File: config.mk
export PLATFORM = sky130hd
export DESIGN_NAME = nvic_prio_ctrl
export DESIGN_NICKNAME = d
export VERILOG_FILES = /design/src/rtl/nvic_pkg.sv /design/src/rtl/nvic_arb.sv /design/src/rtl/nvic_stk.sv /design/src/rtl/nvic_prio_ctrl.sv
export SDC_FILE = /design/constraint.sdc
export NUM_CORES = 1
export LEC_CHECK = 0
export BUFFER_PORTS_ARGS = -buffer_cell sky130_fd_sc_hd__buf_4
export CORE_MARGIN = 4
export CORE_UTILIZATION = 50
export DETAILED_ROUTE_END_ITERATION = 8
export GPL_ROUTABILITY_DRIVEN = 0
export PLACE_DENSITY_LB_ADDON = 0.3
export SKIP_CTS_REPAIR_TIMING = 1
export SLEW_MARGIN = 30
export SYNTH_ARGS = -nofsm -noshare
export SYNTH_HDL_FRONTEND = slang
export SYNTH_SLANG_ARGS = --single-unit
export TNS_END_PERCENT = 30
File: constraint.sdc
create_clock -name clk -period 30.8 [get_ports clk]
set_input_delay 1.54 -clock clk [delete_from_list [all_inputs] [get_ports clk]]
set_output_delay 1.54 -clock clk [all_outputs]
set_load 0.02 [all_outputs]
File: src/rtl/nvic_pkg.sv
package nvic_pkg;
  // Word addresses of the register port
  localparam logic [3:0] A_CTRL  = 4'd0;
  localparam logic [3:0] A_ROUTE = 4'd1;
  localparam logic [3:0] A_BASE  = 4'd2;
  localparam logic [3:0] A_IVEC  = 4'd3;
  localparam logic [3:0] A_FVEC  = 4'd4;
  localparam logic [3:0] A_ISTK  = 4'd5;
  localparam logic [3:0] A_FSTK  = 4'd6;
  localparam logic [3:0] A_PRIO  = 4'd8;

  // Request classes, used as generate indices
  localparam int CL_IRQ = 0;
  localparam int CL_FIQ = 1;
  localparam int NCLASS = 2;

  // Priority fields are packed on a nibble stride in the priority words
  localparam int PRIO_STRIDE = 4;
  localparam int PRIO_PER_WORD = 8;
endpackage

File: src/rtl/nvic_arb.sv
module nvic_arb #(
  parameter int NSRC = 20,
  parameter int PW   = 3,
  parameter int SW   = 5
) (
  input  logic [NSRC-1:0]    pend,
  input  logic [NSRC*PW-1:0] prio_flat,
  input  logic               nest_en,
  input  logic [PW:0]        thr,
  output logic               hit,
  output logic [SW-1:0]      src,
  output logic [PW-1:0]      lvl
);
  logic [PW:0]   best;
  logic [PW-1:0] p;

  // Scan from the top index down so an equal level at a lower index wins.
  always_comb begin
    hit  = 1'b0;
    src  = '0;
    lvl  = '0;
    best = {1'b1, {PW{1'b0}}};
    p    = '0;
    for (int i = NSRC - 1; i >= 0; i--) begin
      p = nest_en ? prio_flat[i*PW +: PW] : '0;
      if (pend[i] && (!nest_en || ({1'b0, p} < thr)) && ({1'b0, p} <= best)) begin
        hit  = 1'b1;
        src  = SW'(i);
        lvl  = p;
        best = {1'b0, p};
      end
    end
  end
endmodule

File: src/rtl/nvic_stk.sv
module nvic_stk #(
  parameter int NLVL = 8,
  parameter int PW   = 3
) (
  input  logic            clk,
  input  logic            rst,
  input  logic            push,
  input  logic [PW-1:0]   push_lvl,
  input  logic            pop,
  output logic [NLVL-1:0] stk,
  output logic [PW:0]     thr
);
  always_ff @(posedge clk) begin
    if (rst) begin
      stk <= '0;
    end else if (pop) begin
      stk <= stk & (stk - 1'b1);
    end else if (push) begin
      stk <= stk | (NLVL'(1) << push_lvl);
    end
  end

  // Lowest set level is the masking threshold; NLVL means nothing masked.
  always_comb begin
    thr = (PW+1)'(NLVL);
    for (int i = NLVL - 1; i >= 0; i--) begin
      if (stk[i]) thr = (PW+1)'(i);
    end
  end
endmodule

File: src/rtl/nvic_prio_ctrl.sv
module nvic_prio_ctrl
  import nvic_pkg::*;
#(
  parameter int NSRC = 20,
  parameter int PW   = 3,
  parameter int BW   = 16,
  parameter int AW   = 4,
  parameter int DW   = 32
) (
  input  logic            clk,
  input  logic            rst,
  input  logic [NSRC-1:0] src_i,
  input  logic            reg_wr,
  input  logic            reg_rd,
  input  logic [AW-1:0]   reg_addr,
  input  logic [DW-1:0]   reg_wdata,
  output logic [DW-1:0]   reg_rdata,
  output logic            irq_o,
  output logic            fiq_o
);
  localparam int NLVL = 1 << PW;
  localparam int SW   = $clog2(NSRC);

  logic [NCLASS-1:0] ctrl_q;
  logic [NSRC-1:0]   route_q;
  logic [BW-1:0]     base_q;
  logic [PW-1:0]     prio_q [NSRC];
  logic [NSRC*PW-1:0] prio_flat;

  logic [NSRC-1:0]   pend   [NCLASS];
  logic              hit    [NCLASS];
  logic [SW-1:0]     win    [NCLASS];
  logic [PW-1:0]     wlvl   [NCLASS];
  logic [NLVL-1:0]   stk_q  [NCLASS];
  logic [PW:0]       thr    [NCLASS];
  logic [DW-1:0]     vec    [NCLASS];
  logic [DW-1:0]     rd_mux;

  for (genvar i = 0; i < NSRC; i++) begin : g_flat
    assign prio_flat[i*PW +: PW] = prio_q[i];
  end

  for (genvar c = 0; c < NCLASS; c++) begin : g_cls
    assign pend[c] = src_i & ((c == CL_FIQ) ? route_q : ~route_q);

    nvic_arb #(.NSRC(NSRC), .PW(PW), .SW(SW)) u_arb (
      .pend      (pend[c]),
      .prio_flat (prio_flat),
      .nest_en   (ctrl_q[c]),
      .thr       (thr[c]),
      .hit       (hit[c]),
      .src       (win[c]),
      .lvl       (wlvl[c])
    );

    nvic_stk #(.NLVL(NLVL), .PW(PW)) u_stk (
      .clk      (clk),
      .rst      (rst),
      .push     (reg_rd && reg_addr == AW'(A_IVEC + c) && ctrl_q[c] && hit[c]),
      .push_lvl (wlvl[c]),
      .pop      (reg_wr && reg_addr == AW'(A_ISTK + c)),
      .stk      (stk_q[c]),
      .thr      (thr[c])
    );

    assign vec[c] = (DW'(base_q) << (SW + 2)) | (DW'(win[c]) << 2);
  end

  // Configuration registers
  always_ff @(posedge clk) begin
    if (rst) begin
      ctrl_q  <= '0;
      route_q <= '0;
      base_q  <= '0;
      for (int i = 0; i < NSRC; i++) prio_q[i] <= '0;
    end else if (reg_wr) begin
      if (reg_addr == AW'(A_CTRL))  ctrl_q  <= reg_wdata[NCLASS-1:0];
      if (reg_addr == AW'(A_ROUTE)) route_q <= reg_wdata[NSRC-1:0];
      if (reg_addr == AW'(A_BASE))  base_q  <= reg_wdata[BW-1:0];
      for (int i = 0; i < NSRC; i++) begin
        if (reg_addr == AW'(A_PRIO + i / PRIO_PER_WORD))
          prio_q[i] <= reg_wdata[(i % PRIO_PER_WORD)*PRIO_STRIDE +: PW];
      end
    end
  end

  // Read multiplexer
  always_comb begin
    rd_mux = '0;
    case (reg_addr)
      AW'(A_CTRL):  rd_mux = DW'(ctrl_q);
      AW'(A_ROUTE): rd_mux = DW'(route_q);
      AW'(A_BASE):  rd_mux = DW'(base_q);
      AW'(A_IVEC):  rd_mux = vec[CL_IRQ];
      AW'(A_FVEC):  rd_mux = vec[CL_FIQ];
      AW'(A_ISTK):  rd_mux = DW'(stk_q[CL_IRQ]);
      AW'(A_FSTK):  rd_mux = DW'(stk_q[CL_FIQ]);
      default: begin
        for (int i = 0; i < NSRC; i++) begin
          if (reg_addr == AW'(A_PRIO + i / PRIO_PER_WORD))
            rd_mux[(i % PRIO_PER_WORD)*PRIO_STRIDE +: PW] = prio_q[i];
        end
      end
    endcase
  end

  // Registered outputs
  always_ff @(posedge clk) begin
    if (rst) begin
      reg_rdata <= '0;
      irq_o     <= 1'b0;
      fiq_o     <= 1'b0;
    end else begin
      if (reg_rd) reg_rdata <= rd_mux;
      irq_o <= hit[CL_IRQ] && !(!ctrl_q[CL_IRQ] && hit[CL_FIQ]);
      fiq_o <= hit[CL_FIQ];
    end
  end
endmodule

==> impl_results.md <==
- Post-synth EDFFs: 60
- Clk sinks: 145
- I/O Buffers: 87
- Top sig layer: met5
- Reg clk slew, reported paths: 60 ps
- Crit-path max FO: 9
- Relative slew margins: 0.324
- Most frequent cells in the layout: nand2_1 (335), a21oi_1 (167), nor2_1 (146)
- Initial drt markers: 1931
- Core area: 29900 um^2
- H-tree depth: 4
- Final WL: 57.6 mm
- Vias: 16800
- Run status: completed
- Met3 routed WL: 6.21 mm
- CTS max path bufs: 2
- Crit-path most repeated cell: ha_1
- Gr usage total: 0.327
- Max_cap viols: 0
- Type of origin of the critical path: register
- Wl on met1: 22.1 mm
- Synth cell types: 107
- First-pass GRT wire length: 87.0 mm
- WL/cell: 22.8 um
- Die width: 183 um
- Root buf cell: clkbuf_16
- Vias/cell: 6.67
- Pleak: 7.02 nW
- Async SR Flop Fraction: 0
- Final setup viols: 0
- Final Hold Viols: 0
- Final ANT Viol Nets: 0
- Setup CP Type: register to register
- Yosys top cell by area: edfxtp_1
- Post-synthesis sequential area ratio: 0.229
- Required @ worst endpoint: 31110 ps
- Gr ovfl total: 0
- Synth top area cells: edfxtp_1 (12%), ha_1 (11%), dfxtp_1 (11%), nand2_1 (8.3%), a21oi_1 (5.6%)
- Min-delay worst type: register to register
- Ports: 94
- Yosys Warn Count: 0
- Pwr/cell area: 40.4 nW/um^2
- Commonest non-fill, non-tap cell in the layout: nand2_1
- Worst R2R Path Depth: 146
- Die area: 33400 um^2
- Residual DRC: 0
- Initial Utilization: 0.511
- Post-route cell area: 17400 um^2
- Clock Latency Late Sink: 430 ps
- Placed cell area: 16400 um^2
- Clock skew: 9.35 ps
- Initial antenna violation count: 1
- Synthesized cell area: 15300 um^2
- Crit path DAT: 29660 ps
- PnR Total Power: 0.000703 W
- DIE HEIGHT: 183 um
- Proportion of netlist area held by the largest area contributor: 0.118
- Max Clock Freq: 0.0341 GHz
- Row cnt: 63
- Dpl hpwl: 43.6 mm
- Worst Max-Slew Pin Slew: 1010 ps
- Ant diodes: 0
- Min Clock Period, post-route: 29360 ps
- Flops & latches, synth: 145
- Layout net count: 2324
- Largest vdd supply drop: 0.0475 mV
- Vias in the first global route: 15800
- Worst setup EP type: register
- Prevailing post-synth register cell: dfxtp_1
- Final slew viol count: 0
- Critical path's slowest cell: or4_1
- Routed wl met2: 24.5 mm
- Drt first pass iters: 9
- Average size of a mapped cell: 7.44 um^2
- Tcrit/Tclk final: 0.953
- P&R area growth vs syn: 13.8%
- TritonCTS buffer count: 17
- Share of cells above drive strength 1: 0.146
- Hold path cells: 2
- CP peak stage delay: 640 ps
- TritonCTS clock tree: yes
- Cells after synthesis: 2054
- Largest net degree at the start of global routing: 49
==> metrics by stage <==
step	setup TNS [ps]	instances	hold slack [ps]	util	setup WS [ps]
final	0	2527	479	0.582	1440
after global placement	0	2478	463	0.547	1090
after detailed placement	0	2478	466	0.547	195
after CTS	0	2510	480	0.567	115
after floorplan	0	2056	448	-	3490
after global routing	-1070	2527	502	0.582	-221
==> layout make-up <==
class                   instances  area [um^2]
clock buffers                  19          464
fillers                      2709        12500
clock inverters                13          108
inverters                     109          409
multi-input cells            1714        11400
flip-flops and latches        145         3510
repair buffers                137         1030
well taps                     390          488
==> power by group <==
| part | leakage [nW] | total (W) | switching, W | internal, W |
|---|---|---|---|---|
| Combinational | 5.47 | 0.000278 | 0.000166 | 0.000112 |
| Sequential | 1.27 | 0.000221 | 0.0000130 | 0.000208 |
| Clock | 0.280 | 0.000204 | 0.0000860 | 0.000118 |
| Total | 7.02 | 0.000703 | 0.000265 | 0.000438 |
==> cells in the mapped netlist (16+ instances only) <==
cell / instances
a211oi_1: 18
a21o_1: 36
a21oi_1: 171
a221oi_1: 18
a22oi_1: 33
a31oi_1: 38
and2_1: 103
clkbuf_1: 80
dfxtp_1: 85
edfxtp_1: 60
ha_1: 140
inv_1: 107
maj3_1: 16
mux2_2: 25
nand2_1: 336
nand2b_1: 40
nand3_1: 51
nor2_1: 150
nor2b_1: 38
nor3_1: 40
o211ai_1: 38
o21a_1: 19
o21ai_0: 104
o22ai_1: 16
o31ai_1: 19
==> critical path: cells and delay by family (launching register included) <==
kind / cells / cell delay [ps]
compound gates: 69 / 12550
fa+ha+maj: 22 / 6340
buf+inv: 7 / 600
flops: 1 / 410
mux: 9 / 3080
simple gates: 39 / 6180
==> flip-flops by register name (all words and copies together) (netlist names) <==
| register | flops |
|---|---|
| irq_o | 1 |
| prio_q | 60 |
| reg_rdata | 29 |
| route_q | 20 |
| g_cls.u_stk.stk | 16 |
| fiq_o | 1 |
| base_q | 16 |
| ctrl_q | 2 |
==> metal layers <==
| metal | GRT usage | vias up |
|---|---|---|
| li1 | - | 7701 |
| met1 | 0.412 | 7802 |
| met2 | 0.509 | 1053 |
| met3 | 0.0655 | 290 |
| met4 | 0.216 | 2 |
| met5 | 0.00571 | - |
==> cell families after synthesis <==
kind of cell               count (synthesis)  synth area share
and+or+nand+nor                          841             0.261
AOI/OAI and AO/OA                        671             0.303
buffers and inverters                    197            0.0498
adders and majority gates                156             0.125
DFF                                      145             0.229
muxes                                     38            0.0283
xor gates and xnor gates                   5           0.00287
other                                      1          0.000246
==> final timing paths <==
kind	slack, ps	end	from
worst max-delay path	1440	reg_rdata[4]$_SDFFE_PP0P_	g_cls[1].u_stk.stk[6]$_SDFFE_PP0P_
worst min-delay path	480	reg_rdata[16]$_SDFFE_PP0P_	reg_rdata[16]$_SDFFE_PP0P_
worst max register to register	1440	reg_rdata[4]$_SDFFE_PP0P_	g_cls[1].u_stk.stk[6]$_SDFFE_PP0P_
worst min register to register	480	reg_rdata[16]$_SDFFE_PP0P_	reg_rdata[16]$_SDFFE_PP0P_
Note: power is estimated with default switching activity, not from simulation.
